## src/rtl/eic_pkg.sv

```systemverilog
package eic_pkg;
  localparam int unsigned ADDR_W   = 5;
  localparam int unsigned WORD_LSB = 2;

  typedef enum logic [2:0] {
    SEL_IMASK  = 3'd0,
    SEL_EMASK  = 3'd1,
    SEL_RISE   = 3'd2,
    SEL_FALL   = 3'd3,
    SEL_SWTRIG = 3'd4,
    SEL_PEND   = 3'd5,
    SEL_RSV6   = 3'd6,
    SEL_RSV7   = 3'd7
  } reg_sel_e;
endpackage

```

## src/rtl/eic_sync.sv

```systemverilog
module eic_sync #(
  parameter int unsigned W      = 23,
  parameter int unsigned STAGES = 2
) (
  input  logic         clk_i,
  input  logic         rst_ni,
  input  logic [W-1:0] async_i,
  output logic [W-1:0] sync_o
);
  logic [W-1:0] stage_q [STAGES];

  for (genvar s = 0; s < STAGES; s++) begin : g_stage
    if (s == 0) begin : g_first
      always_ff @(posedge clk_i or negedge rst_ni) begin
        if (!rst_ni) stage_q[s] <= '0;
        else         stage_q[s] <= async_i;
      end
    end else begin : g_next
      always_ff @(posedge clk_i or negedge rst_ni) begin
        if (!rst_ni) stage_q[s] <= '0;
        else         stage_q[s] <= stage_q[s-1];
      end
    end
  end

  assign sync_o = stage_q[STAGES-1];
endmodule

```

## src/rtl/eic_edge_det.sv

```systemverilog
module eic_edge_det #(
  parameter int unsigned W = 23
) (
  input  logic         clk_i,
  input  logic         rst_ni,
  input  logic [W-1:0] level_i,
  input  logic [W-1:0] rise_en_i,
  input  logic [W-1:0] fall_en_i,
  output logic [W-1:0] hit_o
);
  logic [W-1:0] prev_q;
  logic [W-1:0] rise, fall;

  always_ff @(posedge clk_i or negedge rst_ni) begin
    if (!rst_ni) prev_q <= '0;
    else         prev_q <= level_i;
  end

  assign rise  = level_i & ~prev_q;
  assign fall  = ~level_i & prev_q;
  assign hit_o = (rise & rise_en_i) | (fall & fall_en_i);
endmodule

```

## src/rtl/eic_cfg_regs.sv

```systemverilog
module eic_cfg_regs
  import eic_pkg::*;
#(
  parameter int unsigned W = 23
) (
  input  logic         clk_i,
  input  logic         rst_ni,
  input  logic         wr_en_i,
  input  reg_sel_e     wr_sel_i,
  input  logic [W-1:0] wdata_i,
  output logic [W-1:0] imask_o,
  output logic [W-1:0] emask_o,
  output logic [W-1:0] rise_en_o,
  output logic [W-1:0] fall_en_o,
  output logic [W-1:0] sens_chg_o
);
  logic [W-1:0] imask_q, emask_q, rise_q, fall_q;

  always_ff @(posedge clk_i or negedge rst_ni) begin
    if (!rst_ni) begin
      imask_q <= '0;
      emask_q <= '0;
      rise_q  <= '0;
      fall_q  <= '0;
    end else if (wr_en_i) begin
      case (wr_sel_i)
        SEL_IMASK: imask_q <= wdata_i;
        SEL_EMASK: emask_q <= wdata_i;
        SEL_RISE:  rise_q  <= wdata_i;
        SEL_FALL:  fall_q  <= wdata_i;
        default: ;
      endcase
    end
  end

  // lines whose sensitivity is being reprogrammed this cycle
  always_comb begin
    sens_chg_o = '0;
    if (wr_en_i) begin
      if (wr_sel_i == SEL_RISE) sens_chg_o = wdata_i ^ rise_q;
      if (wr_sel_i == SEL_FALL) sens_chg_o = wdata_i ^ fall_q;
    end
  end

  assign imask_o   = imask_q;
  assign emask_o   = emask_q;
  assign rise_en_o = rise_q;
  assign fall_en_o = fall_q;
endmodule

```

## src/rtl/ext_irq_ctrl.sv

```systemverilog
module ext_irq_ctrl
  import eic_pkg::*;
#(
  parameter int unsigned NUM_LINES   = 23,
  parameter int unsigned DATA_W      = 32,
  parameter int unsigned SYNC_STAGES = 2
) (
  input  logic                 clk_i,
  input  logic                 rst_ni,
  input  logic [NUM_LINES-1:0] line_i,
  input  logic                 bus_req_i,
  input  logic                 bus_we_i,
  input  logic [ADDR_W-1:0]    bus_addr_i,
  input  logic [DATA_W-1:0]    bus_wdata_i,
  output logic [DATA_W-1:0]    bus_rdata_o,
  output logic [NUM_LINES-1:0] irq_o,
  output logic [NUM_LINES-1:0] evt_o
);
  localparam int unsigned N = NUM_LINES;

  reg_sel_e     sel;
  logic         aligned, wr_en;
  logic [N-1:0] wd;
  logic         unused_wdata;

  logic [N-1:0] line_sync, edge_hit;
  logic [N-1:0] imask, emask, rise_en, fall_en, sens_chg;
  logic [N-1:0] sw_set, pend_clr, pend_set;
  logic [N-1:0] pend_q, sw_q, evt_q;
  logic [N-1:0] rd_val;

  assign sel          = reg_sel_e'(bus_addr_i[ADDR_W-1:WORD_LSB]);
  assign aligned      = (bus_addr_i[WORD_LSB-1:0] == '0);
  assign wr_en        = bus_req_i & bus_we_i & aligned;
  assign wd           = bus_wdata_i[N-1:0];
  assign unused_wdata = ^bus_wdata_i[DATA_W-1:N];

  eic_sync #(.W(N), .STAGES(SYNC_STAGES)) u_sync (
    .clk_i  (clk_i),
    .rst_ni (rst_ni),
    .async_i(line_i),
    .sync_o (line_sync)
  );

  eic_cfg_regs #(.W(N)) u_cfg (
    .clk_i     (clk_i),
    .rst_ni    (rst_ni),
    .wr_en_i   (wr_en),
    .wr_sel_i  (sel),
    .wdata_i   (wd),
    .imask_o   (imask),
    .emask_o   (emask),
    .rise_en_o (rise_en),
    .fall_en_o (fall_en),
    .sens_chg_o(sens_chg)
  );

  eic_edge_det #(.W(N)) u_edge (
    .clk_i    (clk_i),
    .rst_ni   (rst_ni),
    .level_i  (line_sync),
    .rise_en_i(rise_en),
    .fall_en_i(fall_en),
    .hit_o    (edge_hit)
  );

  // software trigger only acts on bits currently at 0
  assign sw_set   = (wr_en && sel == SEL_SWTRIG) ? (wd & ~sw_q) : '0;
  assign pend_clr = ((wr_en && sel == SEL_PEND) ? wd : '0) | sens_chg;
  assign pend_set = edge_hit | sw_set;

  always_ff @(posedge clk_i or negedge rst_ni) begin
    if (!rst_ni) begin
      pend_q <= '0;
      sw_q   <= '0;
      evt_q  <= '0;
    end else begin
      pend_q <= (pend_q & ~pend_clr) | pend_set;   // set wins
      sw_q   <= (sw_q & ~((wr_en && sel == SEL_PEND) ? wd : '0)) | sw_set;
      evt_q  <= pend_set & emask;
    end
  end

  always_comb begin
    rd_val = '0;
    if (aligned) begin
      case (sel)
        SEL_IMASK:  rd_val = imask;
        SEL_EMASK:  rd_val = emask;
        SEL_RISE:   rd_val = rise_en;
        SEL_FALL:   rd_val = fall_en;
        SEL_SWTRIG: rd_val = sw_q;
        SEL_PEND:   rd_val = pend_q;
        default:    rd_val = '0;
      endcase
    end
    bus_rdata_o        = '0;
    bus_rdata_o[N-1:0] = rd_val;
  end

  assign irq_o = pend_q & imask;
  assign evt_o = evt_q;
endmodule

```

## config.mk

```make
export PLATFORM = sky130hd
export DESIGN_NAME = ext_irq_ctrl
export DESIGN_NICKNAME = d
export VERILOG_FILES = /design/src/rtl/eic_pkg.sv /design/src/rtl/eic_sync.sv /design/src/rtl/eic_edge_det.sv /design/src/rtl/eic_cfg_regs.sv /design/src/rtl/ext_irq_ctrl.sv
export SDC_FILE = /design/constraint.sdc
export NUM_CORES = 1
export LEC_CHECK = 0
export ABC_AREA = 1
export BUFFER_PORTS_ARGS = -buffer_cell sky130_fd_sc_hd__buf_2
export CORE_MARGIN = 4
export CORE_UTILIZATION = 30
export CTS_BUF_LIST = sky130_fd_sc_hd__clkbuf_8
export CTS_CLUSTER_SIZE = 30
export DETAILED_ROUTE_END_ITERATION = 16
export SKIP_CTS_REPAIR_TIMING = 1
export SLEW_MARGIN = 20
export SYNTH_ARGS = -nofsm -noshare
export SYNTH_HDL_FRONTEND = slang
export SYNTH_HIERARCHICAL = 1
export SYNTH_SLANG_ARGS = --single-unit
```

## constraint.sdc

```tcl
create_clock -name clk_i -period 1.2 [get_ports clk_i]
set_clock_uncertainty 0.15 [all_clocks]
set_input_delay 0.06 -clock clk_i [delete_from_list [all_inputs] [get_ports clk_i]]
set_output_delay 0.06 -clock clk_i [all_outputs]
set_load 0.005 [all_outputs]
```

==> results.json, run 1 <==
{
  "synth.distinct_cells": 21,
  "whs_ns": -0.2222,
  "grt_max_degree": 41,
  "p_leak_uw": 0.009089,
  "via_per_inst": 4.669,
  "drv_cap": 0,
  "clk_transition_reported_paths_ns": 0.06,
  "fmax_mhz": 565.1,
  "cp_max_fo": 5,
  "ir_drop_v": 0.0008238,
  "min_path_type": "in2async",
  "rsz0062_at_grt": "yes",
  "cp.arrival_ns": 1.56,
  "clock-root-buffer": "clkbuf_8",
  "diodes": 0,
  "p_per_area_mw_per_mm2": 1321,
  "hold_viol_final": 25,
  "status": "complete, but fails checks",
  "cts_buffers": 44,
  "grt_overflow": 0,
  "setup_violations": 81,
  "fin_area_mm2": 0.01673,
  "syn_inst": 1599,
  "synth_area_mm2": 0.01183,
  "first_pass_iters": 5,
  "first_iter_violations": 857,
  "drc": 0,
  "detailed_place_hpwl_mm": 25.24,
  "rows": 72,
  "finalWorstSetupSlack_ns": -0.5696,
  "ys_warn_count": 6,
  "yosysSeqAreaShare_pct": 48.66,
  "path_class": "reg2out",
  "cts_tree": "built",
  "violations": "hold timing, setup timing",
  "syn_avg_cell_area_um2": 7.397,
  "fin_crit_ns": 1.770,
  "synth_top_area_share_pct": 48.66,
  "finalCritPeriodShare_pct": 147.5,
  "p_total_uw": 22110,
  "totalWireLength_mm": 38.37,
  "design.die.area_mm2": 0.04267,
  "place_congestion": 0.8562,
  "critPathCaptureType": "output port",
  "startpoint_type": "flop",
  "core_mm2": 0.03883,
  "io_pins": 142,
  "max_slew_margin_pct": 64.56,
  "grt_pass1_vias": 10470,
  "drive_gt1_share_pct": 28.00,
  "worst_pin_slew_ns": 0.5316,
  "synth_seq_cells": 230,
  "grt_use_total_pct": 17.28,
  "place_ws_ns": -0.3654,
  "ys_top_cells_by_area": "dfrtp_1, nand2_1, nand3_1",
  "slew_viol_final": 0,
  "syn2layout_area_growth_pct": 41.46,
  "clk_latency_ns": 0.60,
  "port-buffer-count": 123,
  "clock_sinks": 230,
  "die_width_um": 206.6,
  "clock_tree.buffer_depth": 3,
  "dp.cells": 2296,
  "wl_per_cell_um": 15.39,
  "synth_top_area_cell": "dfrtp_1",
  "initial_utilization_pct": 30.46,
  "grt_antenna_before_repair": 0,
  "dpl-instance-area_mm2": 0.01410,
  "die_h_um": 206.6,
  "crit_required_ns": 0.99,
  "h-tree-depth": 2,
  "grt_pass1_wl_mm": 58.16,
  "final_nets": 2007,
  "vias": 11640,
  "drtAntennaViolNets": 0,
  "final_cells": 2493
}
==> power by group <==
| group | switching, uW | internal, uW |
|---|---|---|
| registers | 774 | 8690 |
| clock network | 3440 | 4490 |
| logic | 2390 | 2320 |
==> kinds of logic after synthesis <==
| logic type | Yosys count | synth area share [%] |
|---|---|---|
| AOI/OAI and AO/OA | 54 | 2.412 |
| buffers and inverters | 316 | 12.48 |
| DFF | 230 | 48.66 |
| other | 1 | 0.03171 |
| and+or+nand+nor | 998 | 36.41 |
==> sequential cells by signal, indices dropped and copies added, names as in the netlist <==
name             cells
u_cfg/rise_en_o     23
u_edge/prev_q       23
u_cfg/emask_o       23
u_sync/sync_o       23
pend_q              23
evt_o               23
u_sync/stage_q      23
sw_q                23
u_cfg/fall_en_o     23
u_cfg/imask_o       23
==> worst max-delay path, cell delays in order, from the launching register on <==
cell     delay, ns
dfrtp_1       0.43
nand4_1       0.11
nand2_1       0.07
nor2_1        0.04
a21oi_2       0.16
buf_2         0.14
==> through the flow <==
step	utilization [%]	setup TNS [ns]
detailed placement	36.33	-48.92
finish	43.09	-21.51
global route	43.09	-28.47
floorplan	-	-5.894
CTS	38.68	-26.66
global placement	36.33	-46.76
==> placed cells by master, fill, tap and decap left out, drive strengths merged <==
cell type / count
o21ai: 2
nor3: 1
conb: 9
nor2: 81
nand3: 162
buf: 326
dfrtp: 230
nand2: 646
clkbuf: 61
nand4: 86
o21a: 6
inv: 223
clkinv: 5
dlygate4sd3: 69
nand3b: 22
a21oi: 46
==> area by class of cell <==
class                   instances  area (um2)
clock buffers                  61       839.6
clock inverters                17       73.82
fillers                      3885       22100
inverters                     211       819.5
multi-input cells            1061        5036
flip-flops and latches        230        5768
well taps                     518       648.1
repair buffers                395        3546
==> worst paths after layout <==
kind                                          start                  end  slack (ns)  cells past startpoint
max in group asynchronous                    rst_ni  u_cfg/fall_en_o[22]        0.56                      3
worst min register to register   u_sync/stage_q[24]     u_sync/sync_o[1]        0.19                      0
worst max register to register   u_cfg/fall_en_o[8]            pend_q[8]       -0.12                      9
worst min-delay path                         rst_ni    u_sync/sync_o[19]       -0.22                      2
worst max-delay path            u_cfg/rise_en_o[14]      bus_rdata_o[14]       -0.57                      5
min in group clk_i                       line_i[14]   u_sync/stage_q[37]       -0.03                      2
==> cells in the mapped netlist, drive strengths merged <==
| library cell | instances |
|---|---|
| buf | 94 |
| o21a | 6 |
| nand2 | 646 |
| inv | 211 |
| nand3b | 22 |
| nor3 | 1 |
| clkbuf | 11 |
| nand4 | 86 |
| nor2 | 81 |
| a21oi | 46 |
| nand3 | 162 |
| o21ai | 2 |
| conb | 1 |
| dfrtp | 230 |
==> layer usage <==
metal | global-route usage [%] | vias up | wire [um]
met5 | 0 | - | 0
met4 | 4.729 | 0 | 990
met3 | 3.843 | 66 | 2577
met2 | 27.40 | 402 | 17750
met1 | 23.96 | 5518 | 17050
li1 | - | 5653 | -
Power figures use the tool's default switching activity.
==> run 2, diff against run 1 <==
--- a/config.mk
+++ b/config.mk
@@ -12,6 +12,7 @@
 export CTS_BUF_LIST = sky130_fd_sc_hd__clkbuf_8
 export CTS_CLUSTER_SIZE = 30
 export DETAILED_ROUTE_END_ITERATION = 16
+export PLACE_DENSITY = 0.45
 export SKIP_CTS_REPAIR_TIMING = 1
 export SLEW_MARGIN = 20
 export SYNTH_ARGS = -nofsm -noshare
==> run 2 against run 1 <==
Against the previous run: the run still ends with hold timing, setup timing left; register-to-register slack worse by 0.02 ns; sequential power is essentially flat; routed wire length is 4.4% higher; global-route usage grew 0.91 points; cell area about the same; worst setup slack got worse by 0.056 ns; combinational power grew 3%; sequential share of layout area is 0.085 points higher; die area unchanged; utilization hardly changed; cell count shrank 0.40%; critical path depth stayed put; critical endpoint is now bus_rdata_o[10]; largest cell class unchanged.
==> results.json, run 2 (synthesis results as in run 1) <==
{
  "crit_family": "flip-flops",
  "slew_viol_final": 0,
  "cts_tree": "built",
  "first_pass_iters": 5,
  "h-tree-depth": 2,
  "grt_use_total_pct": 18.19,
  "via_per_inst": 4.594,
  "totalWireLength_mm": 40.05,
  "vias": 11410,
  "rsz0062_at_grt": "yes",
  "place_congestion": 0.7969,
  "cts_buffers": 45,
  "dp.cells": 2273,
  "cp.arrival_ns": 1.62,
  "clock-root-buffer": "clkbuf_8",
  "hold_viol_final": 20,
  "clock_sinks": 230,
  "rows": 72,
  "final_nets": 1994,
  "die_width_um": 206.6,
  "cp_slowest_stage_delay_ns": 0.39,
  "grt_antenna_before_repair": 0,
  "min_path_type": "in2async",
  "p_per_area_mw_per_mm2": 1366,
  "crit_path_start": "u_cfg/fall_en_o[10]",
  "p_total_uw": 22850,
  "final_cell_mix": "nand2_1, dfrtp_1, inv_1, nand3_1, buf_2",
  "initial_utilization_pct": 30.46,
  "cp_max_fo": 3,
  "ir_drop_v": 0.0006989,
  "drive_gt1_share_pct": 27.74,
  "final_cells": 2483,
  "finalWorstSetupSlack_ns": -0.6252,
  "fin_crit_ns": 1.825,
  "whs_ns": -0.2218,
  "worst-path-buf-inv": 1,
  "drv_cap": 0,
  "wl_per_cell_um": 16.13,
  "status": "complete, but fails checks",
  "grt_pass1_wl_mm": 60.30,
  "die_h_um": 206.6,
  "design.die.area_mm2": 0.04267,
  "grt_pass1_vias": 10540,
  "detailed_place_hpwl_mm": 25.85,
  "violations": "hold timing, setup timing",
  "syn2layout_area_growth_pct": 41.42,
  "r2r_start": "u_cfg/fall_en_o[21]",
  "layout_commonest_cell": "nand2_1",
  "r2r_end": "pend_q[21]",
  "path_class": "reg2out",
  "drtAntennaViolNets": 0,
  "place_ws_ns": -0.4095,
  "grt_overflow": 0,
  "critPathCaptureType": "output port",
  "dpl-instance-area_mm2": 0.01392,
  "max_slew_margin_pct": 64.88,
  "crit_required_ns": 0.99,
  "clk_latency_ns": 0.59,
  "r2r_slack_ns": -0.14,
  "fmax_mhz": 547.9,
  "first_iter_violations": 689,
  "port-buffer-count": 123,
  "worst_pin_slew_ns": 0.5268,
  "fin_area_mm2": 0.01673,
  "cp_slowest_cell": "dfrtp_2",
  "clock_tree.buffer_depth": 3,
  "clk_transition_reported_paths_ns": 0.06,
  "diodes": 0,
  "r2r_cells": 9,
  "p_leak_uw": 0.009024,
  "startpoint_type": "flop",
  "drc": 0,
  "grt_max_degree": 51,
  "setup_violations": 81,
  "crit_chain": "nand4_1, nand2_1, nor2_2, a21oi_2, buf_2",
  "io_pins": 142,
  "finalCritPeriodShare_pct": 152.1,
  "core_mm2": 0.03883
}
-- run 2: cell type report --
| type | instances | area (um2) |
|---|---|---|
| clock buffers | 61 | 839.6 |
| flip-flops and latches | 230 | 5781 |
| fillers | 3918 | 22100 |
| inverters | 211 | 817.0 |
| clock inverters | 21 | 145.1 |
| multi-input cells | 1061 | 5031 |
| repair buffers | 381 | 3465 |
| well taps | 518 | 648.1 |
-- run 2: power by group --
group	leakage (uW)	internal, uW	total (uW)	switching, uW
clock network	0.000552	4960	8530	3580
registers	0.00286	8690	9460	767
logic	0.00561	2440	4860	2420
-- run 2: worst max-delay path by stage --
stage,end,depth (start not counted),slack [ns]
6_report,bus_rdata_o[10],5,-0.63
5_1_grt,bus_rdata_o[10],5,-0.70
4_1_cts,bus_rdata_o[10],6,-0.81
3_5_place_dp,pend_q[8],8,-0.41
3_3_place_gp,pend_q[7],8,-0.42
2_1_floorplan,pend_q[22],12,-0.17
-- run 2: metal layers --
metal	share of wire (%)	GRT usage, %	routed length (um)	up-vias
met3	5.0	3.046	1989	63
met4	2.5	6.298	986	0
met2	46	28.49	18310	285
li1	-	-	-	5628
met1	47	25.61	18770	5432
met5	0	0	0	-
-- run 2: worst register-to-register path: stages, from the launching register on --
cell and delay [ns]:
dfrtp_1 0.39, buf_4 0.14, buf_4 0.13, nand2_1 0.05
inv_1 0.04, nor2_1 0.08, nand2_1 0.05, nand2_1 0.05
nand3b_1 0.10, nand2_1 0.05
-- run 2: stage by stage --
step                TNS [ns]  util (%)
global route          -28.06     43.08
finish                -21.57     43.08
CTS                   -27.35     38.39
detailed placement    -57.30     35.85
floorplan             -5.894         -
global placement      -56.83     35.85
